--- config.mk ---
export PLATFORM = sky130hd
export DESIGN_NAME = sector_erase_ctrl
export DESIGN_NICKNAME = d
export VERILOG_FILES = /design/src/rtl/erase_pkg.sv /design/src/rtl/erase_dp.sv /design/src/rtl/erase_ctrl.sv /design/src/rtl/sector_erase_ctrl.sv
export SDC_FILE = /design/constraint.sdc
export NUM_CORES = 1
export LEC_CHECK = 0
export BUFFER_PORTS_ARGS = -buffer_cell sky130_fd_sc_hd__buf_4
export CAP_MARGIN = 25
export CORE_MARGIN = 2
export CORE_UTILIZATION = 40
export CTS_CLUSTER_SIZE = 30
export DETAILED_ROUTE_END_ITERATION = 12
export PLACE_DENSITY = 0.61
export SLEW_MARGIN = 20
export SYNTH_ARGS = -nofsm -noshare
export SYNTH_HDL_FRONTEND = slang
export SYNTH_SLANG_ARGS = --single-unit
--- constraint.sdc ---
create_clock -name clk -period 3.3 [get_ports clk]
set_input_delay 0.825 -clock clk [delete_from_list [all_inputs] [get_ports clk]]
set_output_delay 0.825 -clock clk [all_outputs]
set_load 0.02 [all_outputs]
--- src/rtl/erase_pkg.sv ---
package erase_pkg;
  typedef enum logic [1:0] {
    ST_IDLE  = 2'd0,
    ST_ERASE = 2'd1,
    ST_SUSP  = 2'd2
  } seqState_t;

  typedef struct packed {
    logic start;
    logic tick;
    logic idle;
    logic susp;
  } dpCtl_t;
endpackage

--- src/rtl/erase_dp.sv ---
module erase_dp
  import erase_pkg::*;
#(
  parameter int NUM_SECTORS  = 8,
  parameter int ERASE_CYCLES = 16
) (
  input  logic                           clk,
  input  logic                           rstN,
  input  dpCtl_t                         ctl,
  input  logic [NUM_SECTORS-1:0]         startMask,
  input  logic [$clog2(NUM_SECTORS)-1:0] readSector,
  output logic [NUM_SECTORS-1:0]         eraseEn,
  output logic [NUM_SECTORS-1:0]         permitMask,
  output logic                           readOk,
  output logic                           lastCycle,
  output logic                           pendEmpty
);
  localparam int IDX_W = $clog2(NUM_SECTORS);
  localparam int CNT_W = $clog2(ERASE_CYCLES + 1);
  localparam logic [CNT_W-1:0] FULL_CNT = CNT_W'(ERASE_CYCLES);

  logic [NUM_SECTORS-1:0] pendMask;
  logic [IDX_W-1:0]       curIdx;
  logic [CNT_W-1:0]       remCnt;
  logic [IDX_W-1:0]       firstIdx;
  logic [IDX_W-1:0]       nextIdx;

  function automatic logic [IDX_W-1:0] lowestIdx(input logic [NUM_SECTORS-1:0] m);
    logic [IDX_W-1:0] r;
    r = '0;
    for (int i = NUM_SECTORS - 1; i >= 0; i--) begin
      if (m[i]) r = IDX_W'(i);
    end
    return r;
  endfunction

  function automatic logic [NUM_SECTORS-1:0] oneHot(input logic [IDX_W-1:0] idx);
    logic [NUM_SECTORS-1:0] r;
    r = '0;
    r[idx] = 1'b1;
    return r;
  endfunction

  assign firstIdx  = lowestIdx(startMask);
  assign nextIdx   = lowestIdx(pendMask);
  assign lastCycle = (remCnt == CNT_W'(1));
  assign pendEmpty = (pendMask == '0);
  assign eraseEn   = ctl.tick ? oneHot(curIdx) : '0;

  always_ff @(posedge clk) begin
    if (!rstN) begin
      pendMask <= '0;
      curIdx   <= '0;
      remCnt   <= '0;
    end else if (ctl.start) begin
      curIdx   <= firstIdx;
      pendMask <= startMask & ~oneHot(firstIdx);
      remCnt   <= FULL_CNT;
    end else if (ctl.tick) begin
      if (lastCycle) begin
        if (!pendEmpty) begin
          curIdx   <= nextIdx;
          pendMask <= pendMask & ~oneHot(nextIdx);
          remCnt   <= FULL_CNT;
        end else begin
          remCnt <= '0;
        end
      end else begin
        remCnt <= remCnt - CNT_W'(1);
      end
    end
  end

  for (genvar s = 0; s < NUM_SECTORS; s++) begin : g_permit
    assign permitMask[s] = ctl.idle |
                           (ctl.susp & ~pendMask[s] & (curIdx != IDX_W'(s)));
  end

  assign readOk = permitMask[readSector];


  cnt_range_chk: assert property (@(posedge clk) disable iff (!rstN)
    (!ctl.idle) |-> (remCnt != '0 && remCnt <= FULL_CNT));


  susp_permit_chk: assert property (@(posedge clk) disable iff (!rstN)
    ctl.susp |-> !permitMask[curIdx]);
endmodule

--- src/rtl/erase_ctrl.sv ---
module erase_ctrl
  import erase_pkg::*;
(
  input  logic   clk,
  input  logic   rstN,
  input  logic   startReq,
  input  logic   anySel,
  input  logic   suspendReq,
  input  logic   resumeReq,
  input  logic   lastCycle,
  input  logic   pendEmpty,
  output dpCtl_t ctl,
  output logic   busy,
  output logic   suspended,
  output logic   done
);
  seqState_t state, stateNext;
  logic      doneNext;

  always_comb begin
    stateNext = state;
    doneNext  = 1'b0;
    ctl.start = 1'b0;
    unique case (state)
      ST_IDLE: begin
        if (startReq) begin
          if (anySel) begin
            ctl.start = 1'b1;
            stateNext = ST_ERASE;
          end else begin
            doneNext = 1'b1;
          end
        end
      end
      ST_ERASE: begin
        if (lastCycle && pendEmpty) begin
          stateNext = ST_IDLE;
          doneNext  = 1'b1;
        end else if (suspendReq) begin
          stateNext = ST_SUSP;
        end
      end
      ST_SUSP: begin
        if (resumeReq) stateNext = ST_ERASE;
      end
      default: stateNext = ST_IDLE;
    endcase
  end

  assign ctl.tick  = (state == ST_ERASE);
  assign ctl.idle  = (state == ST_IDLE);
  assign ctl.susp  = (state == ST_SUSP);
  assign busy      = (state != ST_IDLE);
  assign suspended = (state == ST_SUSP);

  always_ff @(posedge clk) begin
    if (!rstN) begin
      state <= ST_IDLE;
      done  <= 1'b0;
    end else begin
      state <= stateNext;
      done  <= doneNext;
    end
  end


  done_idle_chk: assert property (@(posedge clk) disable iff (!rstN)
    done |-> !busy);


  suspend_take_chk: assert property (@(posedge clk) disable iff (!rstN)
    (state == ST_ERASE && suspendReq && !(lastCycle && pendEmpty)) |=> (state == ST_SUSP));


  hold_susp_chk: assert property (@(posedge clk) disable iff (!rstN)
    (state == ST_SUSP && !resumeReq) |=> (state == ST_SUSP));
endmodule

--- src/rtl/sector_erase_ctrl.sv ---
module sector_erase_ctrl
  import erase_pkg::*;
#(
  parameter int NUM_SECTORS  = 8,
  parameter int ERASE_CYCLES = 16
) (
  input  logic                           clk,
  input  logic                           rstN,
  input  logic                           startReq,
  input  logic [NUM_SECTORS-1:0]         sectorMask,
  input  logic                           suspendReq,
  input  logic                           resumeReq,
  input  logic [$clog2(NUM_SECTORS)-1:0] readSector,
  output logic [NUM_SECTORS-1:0]         eraseEn,
  output logic                           busy,
  output logic                           suspended,
  output logic                           done,
  output logic [NUM_SECTORS-1:0]         permitMask,
  output logic                           readOk
);
  dpCtl_t ctl;
  logic   lastCycle;
  logic   pendEmpty;

  erase_ctrl u_ctrl (
    .clk       (clk),
    .rstN      (rstN),
    .startReq  (startReq),
    .anySel    (|sectorMask),
    .suspendReq(suspendReq),
    .resumeReq (resumeReq),
    .lastCycle (lastCycle),
    .pendEmpty (pendEmpty),
    .ctl       (ctl),
    .busy      (busy),
    .suspended (suspended),
    .done      (done)
  );

  erase_dp #(
    .NUM_SECTORS (NUM_SECTORS),
    .ERASE_CYCLES(ERASE_CYCLES)
  ) u_dp (
    .clk       (clk),
    .rstN      (rstN),
    .ctl       (ctl),
    .startMask (sectorMask),
    .readSector(readSector),
    .eraseEn   (eraseEn),
    .permitMask(permitMask),
    .readOk    (readOk),
    .lastCycle (lastCycle),
    .pendEmpty (pendEmpty)
  );


  onehot_chk: assert property (@(posedge clk) disable iff (!rstN)
    $onehot0(eraseEn));


  susp_quiet_chk: assert property (@(posedge clk) disable iff (!rstN)
    suspended |-> (eraseEn == '0 && busy));
endmodule

==> results of run 1 <==
## cells in the mapped netlist, types with 2 or more instances
library cell and n:
a211oi_1 3, or2_2 2, dfxtp_1 19, o21ai_0 14, nand2b_1 5, nor4_1 3, a21oi_1 12, a31oi_1 3
o21a_1 2, o22ai_1 3, nand3_1 7, o2111ai_1 2, nor2b_1 6, clkbuf_1 5, xnor2_1 2, o31a_1 3
a221oi_1 2, or4_1 4, o41ai_1 2, nor3_1 10, ha_1 2, buf_2 3, nand2_1 11, nor2_1 24
and3_1 2, a21boi_0 2, inv_1 6, o211ai_1 3
## cell families after synthesis
logic type,after synthesis
flops,19
mux,3
buf+inv,16
xor+xnor,2
simple gates,81
fa+ha+maj,2
compound gates,61
## power by group
group / total [mW] / leakage, nW / switching, mW / internal, mW
combinational: 0.203 / 0.448 / 0.112 / 0.0905
clock: 0.122 / 0.0177 / 0.0769 / 0.0454
sequential: 0.279 / 0.155 / 0.0336 / 0.245
total: 0.604 / 0.621 / 0.223 / 0.381
## worst register-to-register path, delay by kind of cell, from the launching register on
kind | cells | cell delay (ns)
flip-flops | 1 | 0.42
adder cells (fa/ha/maj) | 1 | 0.21
AND/OR/NAND/NOR | 2 | 0.92
AO/OA/AOI/OAI | 2 | 0.48
## layout make-up
type / count / area [um^2]
Fill cell: 331 / 1630
Multi-Input combinational cell: 149 / 941
Sequential cell: 19 / 380
Timing Repair Buffer: 37 / 278
Tap cell: 46 / 57.6
Clock buffer: 3 / 22.5
Inverter: 6 / 22.5
Clock inverter: 1 / 5.00
## cells in the final DEF (no fill, tap or decap), types with 4 or more instances in the layout
cell / n
nor2_1: 24
a21oi_1: 12
o21ai_0: 14
nand2b_1: 5
nand2_1: 11
inv_1: 6
buf_4: 37
nor3_1: 10
dfxtp_1: 19
nand3_1: 7
nor2b_1: 6
or4_1: 4
## registers in the layout, indices dropped and copies added (netlist names)
signal         cells
u_dp.curIdx        3
u_ctrl.done        1
u_ctrl.state       2
u_dp.remCnt        5
u_dp.pendMask      8
## path summary, 6_finish.rpt
check / to / cells after the start / slack [ns] / startpoint
worst min register to register: u_dp.remCnt[1] / 2 / 0.55 / u_dp.remCnt[1]
worst max register to register: u_dp.pendMask[6] / 5 / 1.16 / u_dp.remCnt[0]
worst min-delay path: u_dp.remCnt[1] / 2 / 0.55 / u_dp.remCnt[1]
worst max-delay path: readOk / 5 / 0.32 / u_dp.curIdx[0]
## layer usage
layer | GRT usage | wire [um] | vias up | share of wire
met1 | 0.275 | 1810 | 750 | 0.44
li1 | - | - | 752 | -
met3 | 0.0324 | 254 | 12 | 0.062
met2 | 0.358 | 1910 | 54 | 0.47
met5 | 0 | 0 | - | 0
met4 | 0.0917 | 97 | 0 | 0.024
## metrics by stage
stage | util | cells | hold slack, ns
finish | 0.511 | 261 | 0.548
global route | 0.511 | 261 | 0.578
CTS | 0.511 | 261 | 0.548
detailed placement | 0.503 | 257 | 0.529
global placement | 0.503 | 257 | 0.494
floorplan | - | 184 | 0.475
==> results.cfg, run 1 <==
[synthesis]
synth_edf_count = 0
synth_area_um2 = 1390
ys_ff_latch = 19
asyncSetResetFlopFracSynth = 0
yosysTopAreaCell = dfxtp_1
ys_types = 50
synthXorXnorAreaFrac = 0.0126
synthMuxAreaShare = 0.0314
synthDominantCellAreaShare = 0.273
synth_fp_nets = 202
seq_area_frac_synth = 0.273
synthAdderAreaFrac = 0.0180
synth_top_family_by_area = simple AND/OR/NAND/NOR gates
yosys.area_share.simple = 0.308
synth.top_cells.by_area = dfxtp_1 27%, nor2_1 6.5%, o21ai_0 5.0%
avgSynthCellArea_um2 = 7.58
yosysWarnings = 0
ys.flop_type = dfxtp_1
syn_inst = 184
synth-compound-area-share = 0.305

[job]
drv_cap = 0

[sta]
setup_violations = 0
timing.final.crit_share = 0.904
worst_slack_ns = 0.318
max_slew_margin = 0.510
finalClockSkew_ns = 0.0162
rsz0062_at_grt = no
worst_pin_slew_ns = 0.725
min_period_ns = 2.98
fmax_ghz = 0.335
finalHoldViolCount = 0
drv_slew = 0
fin_tns_setup_ns = 0

[placement]
io_buffer_count = 35
hpwlAfterDp_um = 3130
dp_slack_ns = 0.478
gp_congestion = 0.937
placed_area_um2 = 1680

[power]
ir_drop_mv = 0.241
total_power_uw = 604
leakage_nw = 0.621
powerDensity_nw_per_um2 = 354

[critical_path]
slowest_delay_ns = 0.51
path_cells = nand2b_1 -> o21ai_0 -> mux4_2 -> a221oi_1 -> buf_4
critPathArrivalTime_ns = 2.16
critPathKind = reg2out
endpoint_kind = primary output
path_buf_inv = 1
slowest_stage = dfxtp_1
critPathTopFamily = flip-flops
path_max_fanout = 9
crit_required_ns = 2.47
startpoint_type = flop

[status]
outcome = completed

[routing]
drtIter0Drc = 115
drc = 0
ant_nets = 0
viasPerCell = 6.01
num_vias = 1568
avgRoutedWirePerCell_um = 15.6
dr.pass1.iters = 4
wl_um = 4070

[cts]
postCtsSetupRepairBufs = 0
cts-root-buf = clkbuf_4
clock_sinks = 19
cts_hold_buffers = 0
cts_buffers = 3
cts_tree = done
cts_resized = 0
cts.path.max_buffers = 2
insertion_delay_ns = 0.32
htreeDepth = 1
cts.clk_slew.worst_paths_ns = 0.12

[finish]
drive_above_1_share = 0.256
diodes = 0
syn_to_final_growth_pct = 22.4
fin_area_um2 = 1710
finalNetCount = 234

[floorplanning]
rows = 21
core-area_um2 = 3340
dieArea_um2 = 3970
dieWidth_um = 63.0
ios = 36
die_h_um = 63.0
initial_core_util = 0.418

[global_routing]
grt_pass1_wl_um = 6900
antenna_found_initial = 0
grt-ovfl-total = 0
grtUsageTotal = 0.215
grt_pass1_vias = 1502
grt_start_max_net_pins = 18

[hold_path]
hold_class = reg2reg
Note: power is estimated with default switching activity, not from simulation.
==> inputs of run 2 (changes only) <==
GPL_TIMING_DRIVEN = 0   (was not set)
==> results.cfg, run 2 (synthesis results as in run 1) <==
[power]
leakage_nw = 0.632
ir_drop_mv = 0.178
total_power_uw = 616
powerDensity_nw_per_um2 = 355

[finish]
top_register = u_dp.pendMask
final_cell_mix = 34 x buf_4, 24 x nor2_1, 19 x dfxtp_1, 14 x o21ai_0, 12 x a21oi_1
largest_reg_flops = 8
fin_area_um2 = 1740
syn_to_final_growth_pct = 24.6
top_regs = u_dp.pendMask (8), u_dp.remCnt (5), u_dp.curIdx (3)
finalNetCount = 241
mostFrequentLayoutCell = buf_4
drive_above_1_share = 0.257
diodes = 0

[routing]
ant_nets = 0
num_vias = 1564
wl_um = 4210
viasPerCell = 5.84
route.met2.wl_um = 2010
avgRoutedWirePerCell_um = 15.7
dr.pass1.iters = 4
drtIter0Drc = 204
wl_met1_um = 1940
drc = 0
met3_length_um = 228
routed.top_layer = met4

[critical_path]
startpoint = u_ctrl.state[1]
r2r-start = u_dp.remCnt[0]
crit_required_ns = 2.47
critPathArrivalTime_ns = 2.26
endpoint_kind = primary output
startpoint_type = flop
path_max_fanout = 10
critPathKind = reg2out

[floorplanning]
dieArea_um2 = 3970
dieWidth_um = 63.0
ios = 36
die_h_um = 63.0
core-area_um2 = 3340
initial_core_util = 0.418
rows = 21

[global_routing]
grt_start_max_net_pins = 13
grt_pass1_wl_um = 7110
grt-ovfl-total = 0
grtUsageTotal = 0.220
antenna_found_initial = 0
grt_pass1_vias = 1461

[cts]
cts_tree = done
htreeDepth = 1
cts-root-buf = clkbuf_4
cts_buffers = 3
cts_resized = 0
postCtsSetupRepairBufs = 0
cts_hold_buffers = 0
cts.clk_slew.worst_paths_ns = 0.12
clock_sinks = 19
cts.path.max_buffers = 2
insertion_delay_ns = 0.32

[placement]
placed_area_um2 = 1710
io_buffer_count = 34
gp_congestion = 0.891
hpwlAfterDp_um = 3220

[hold_path]
hold_class = reg2reg
worstHoldStart = u_dp.remCnt[1]

[status]
outcome = completed

[job]
drv_cap = 0

[sta]
fmax_ghz = 0.324
fin_tns_setup_ns = 0
finalClockSkew_ns = 0.00257
timing.final.crit_share = 0.936
drv_slew = 0
setup_violations = 0
worst_pin_slew_ns = 0.726
rsz0062_at_grt = no
min_period_ns = 3.09
finalHoldViolCount = 0
max_slew_margin = 0.509
[run 2: power by group]
group,total [mW],internal [mW],leakage (nW),switching [mW]
registers,0.266,0.245,0.155,0.0212
logic,0.218,0.0912,0.463,0.126
clock network,0.132,0.0464,0.0139,0.0855
total,0.616,0.383,0.632,0.233
[run 2: layout make-up]
| class | count | area (um^2) |
|---|---|---|
| Clock inverter | 1 | 7.51 |
| Tap cell | 46 | 57.6 |
| Inverter | 6 | 22.5 |
| Buffer | 10 | 50.0 |
| Timing Repair Buffer | 34 | 255 |
| Fill cell | 355 | 1600 |
| Multi-Input combinational cell | 149 | 941 |
| Clock buffer | 3 | 22.5 |
| Sequential cell | 19 | 380 |
[run 2: per-stage QoR]
| step | hold slack (ns) | instances | util | worst slack [ns] |
|---|---|---|---|---|
| after floorplan | 0.475 | 184 | - | 0.487 |
| after global placement | 0.493 | 264 | 0.511 | 0.464 |
| after detailed placement | 0.498 | 264 | 0.511 | 0.440 |
| after CTS | 0.515 | 268 | 0.520 | 0.234 |
| after global routing | 0.560 | 268 | 0.520 | 0.100 |
| final | 0.520 | 268 | 0.520 | 0.210 |
[run 2: metal layers]
| metal | global-route usage | vias to the layer above |
|---|---|---|
| li1 | - | 768 |
| met3 | 0.0414 | 5 |
| met2 | 0.374 | 48 |
| met5 | 0 | - |
| met1 | 0.294 | 743 |
| met4 | 0.0333 | 0 |
[run 2: worst max-delay path: stages (launching register included)]
cell	delay, ns
dfxtp_1	0.31
buf_2	0.15
clkbuf_1	0.23
nand2_1	0.13
o21ai_0	0.13
mux4_2	0.48
a221oi_1	0.31
buf_4	0.20
[run 2: final timing paths]
kind | slack (ns) | cells after the start | to
worst max register to register | 1.13 | 5 | u_dp.pendMask[6]
worst min-delay path | 0.52 | 2 | u_dp.remCnt[1]
worst max-delay path | 0.21 | 7 | readOk
worst min register to register | 0.52 | 2 | u_dp.remCnt[1]
==> inputs of run 3 (changes only) <==
CORE_ASPECT_RATIO = 0.7   (was not set)
CTS_BUF_LIST = sky130_fd_sc_hd__clkbuf_16   (was not set)
==> results.cfg, run 3 (synthesis results as in run 1) <==
[floorplanning]
dieArea_um2 = 3980
rows = 17
dieWidth_um = 74.6
core-area_um2 = 3230
ios = 36
initial_core_util = 0.431
die_h_um = 53.4

[placement]
placed_cells = 265
gp_congestion = 0.815
placed_area_um2 = 1710
io_buffer_count = 34
hpwlAfterDp_um = 3170

[cts]
cts_tree = done
insertion_delay_ns = 0.25
cts.clk_slew.worst_paths_ns = 0.06
cts_hold_buffers = 0
clock_sinks = 19
cts_resized = 0
cts.path.max_buffers = 2
cts-root-buf = clkbuf_16
cts_buffers = 3
htreeDepth = 1
postCtsSetupRepairBufs = 0

[critical_path]
reg2regPathDepth = 5
slowest_delay_ns = 0.49
critPathKind = reg2out
cp.depth = 7
critPathTopFamily = buffers and inverters
path_buf_inv = 3
reg2reg_slack_ns = 1.07
r2r-start = u_dp.remCnt[0]
endpoint_kind = primary output
path_max_fanout = 10
startpoint_type = flop
slowest_stage = mux4_2
path_cells = buf_2 -> clkbuf_1 -> nand2_1 -> o21ai_0 -> mux4_2 -> a221oi_1 -> buf_4
rr_endpoint = u_dp.curIdx[0]
crit_required_ns = 2.47
critPathArrivalTime_ns = 2.17

[power]
leakage_nw = 0.659
total_power_uw = 734
powerDensity_nw_per_um2 = 411
ir_drop_mv = 0.298

[global_routing]
grt_pass1_vias = 1398
globalRouteMet3Util = 0.0533
grtUsageTotal = 0.227
grt_pass1_wl_um = 6760
grt_use_met1 = 0.320
grt_use_met2 = 0.347
antenna_found_initial = 0
top_usage_layer = met2
grt-ovfl-total = 0
grt_start_max_net_pins = 12

[finish]
mostFrequentLayoutCell = buf_4
largest_reg_flops = 8
drive_above_1_share = 0.257
top_regs = u_dp.pendMask (8), u_dp.remCnt (5), u_dp.curIdx (3)
syn_to_final_growth_pct = 28.3
multiInputGateArea_um2 = 941
stdcell_count = 269
top_register = u_dp.pendMask
final_cell_mix = 34 x buf_4, 24 x nor2_1, 19 x dfxtp_1, 14 x o21ai_0, 12 x a21oi_1
diodes = 0
nFillCells = 318
fin_area_um2 = 1790
finalNetCount = 241
regArea_um2 = 380

[hold_path]
hold_class = reg2reg
worstHoldStart = u_dp.remCnt[1]
holdPathEnd = u_dp.remCnt[1]
holdPathStages = 2

[routing]
drc = 0
wl_um = 4070
ant_nets = 0
viasPerCell = 5.72
dr.pass1.iters = 4
drtIter0Drc = 98
avgRoutedWirePerCell_um = 15.1
num_vias = 1538

[status]
outcome = completed

[sta]
fin_tns_setup_ns = 0
setup_violations = 0
worst_pin_slew_ns = 0.792
finalClockSkew_ns = 0.00595
drv_slew = 0
max_slew_margin = 0.465
rsz0062_at_grt = no
fmax_ghz = 0.333
finalHoldViolCount = 0
min_period_ns = 3.00
timing.final.crit_share = 0.909

[job]
drv_cap = 0
run 3: cell count changes in the layout (fill, tap and decap cells not counted):
cell	previous run	this run
clkbuf_16	0	3
clkbuf_4	3	0
clkinv_2	0	1
clkinvlp_4	1	0
run 3: area by class of cell:
cell class,instances,area share
multi-input cells,149,0.526
flip-flops and latches,19,0.213
repair buffers,34,0.143
clock buffers,3,0.0420
well taps,47,0.0329
plain buffers,10,0.0280
inverters,6,0.0126
clock inverters,1,0.00280
run 3: power by group:
group | total [mW] | leakage (nW) | switching [mW] | internal [mW]
clock network | 0.251 | 0.0409 | 0.0886 | 0.163
logic | 0.218 | 0.463 | 0.126 | 0.0914
registers | 0.266 | 0.155 | 0.0200 | 0.245
run 3: per-layer routing:
metal / wire length, um / vias up
met2: 1850 / 43
met1: 1950 / 725
li1: - / 766
met5: 0 / -
met4: 34 / 0
met3: 226 / 4
run 3: through the flow:
| stage | hold WS, ns | utilization | worst slack, ns |
|---|---|---|---|
| after floorplan | 0.475 | - | 0.487 |
| after global placement | 0.496 | 0.528 | 0.524 |
| final | 0.508 | 0.553 | 0.301 |
| after detailed placement | 0.503 | 0.528 | 0.490 |
| after global routing | 0.558 | 0.553 | 0.141 |
| after CTS | 0.508 | 0.553 | 0.300 |
run 3: worst min-delay path, stage by stage (launching register included):
cell and delay [ns]:
dfxtp_1 0.32, nor2_1 0.10, a211oi_1 0.05
run 3: how the worst max path moves through the flow:
stage	startpoint	slack (ns)	end
floorplan	readSector[2]	0.49	readOk
global route	u_ctrl.state[1]	0.14	readOk
global placement	readSector[2]	0.52	readOk
CTS	u_ctrl.state[1]	0.30	readOk
detailed placement	readSector[2]	0.49	readOk
finish	u_ctrl.state[1]	0.30	readOk
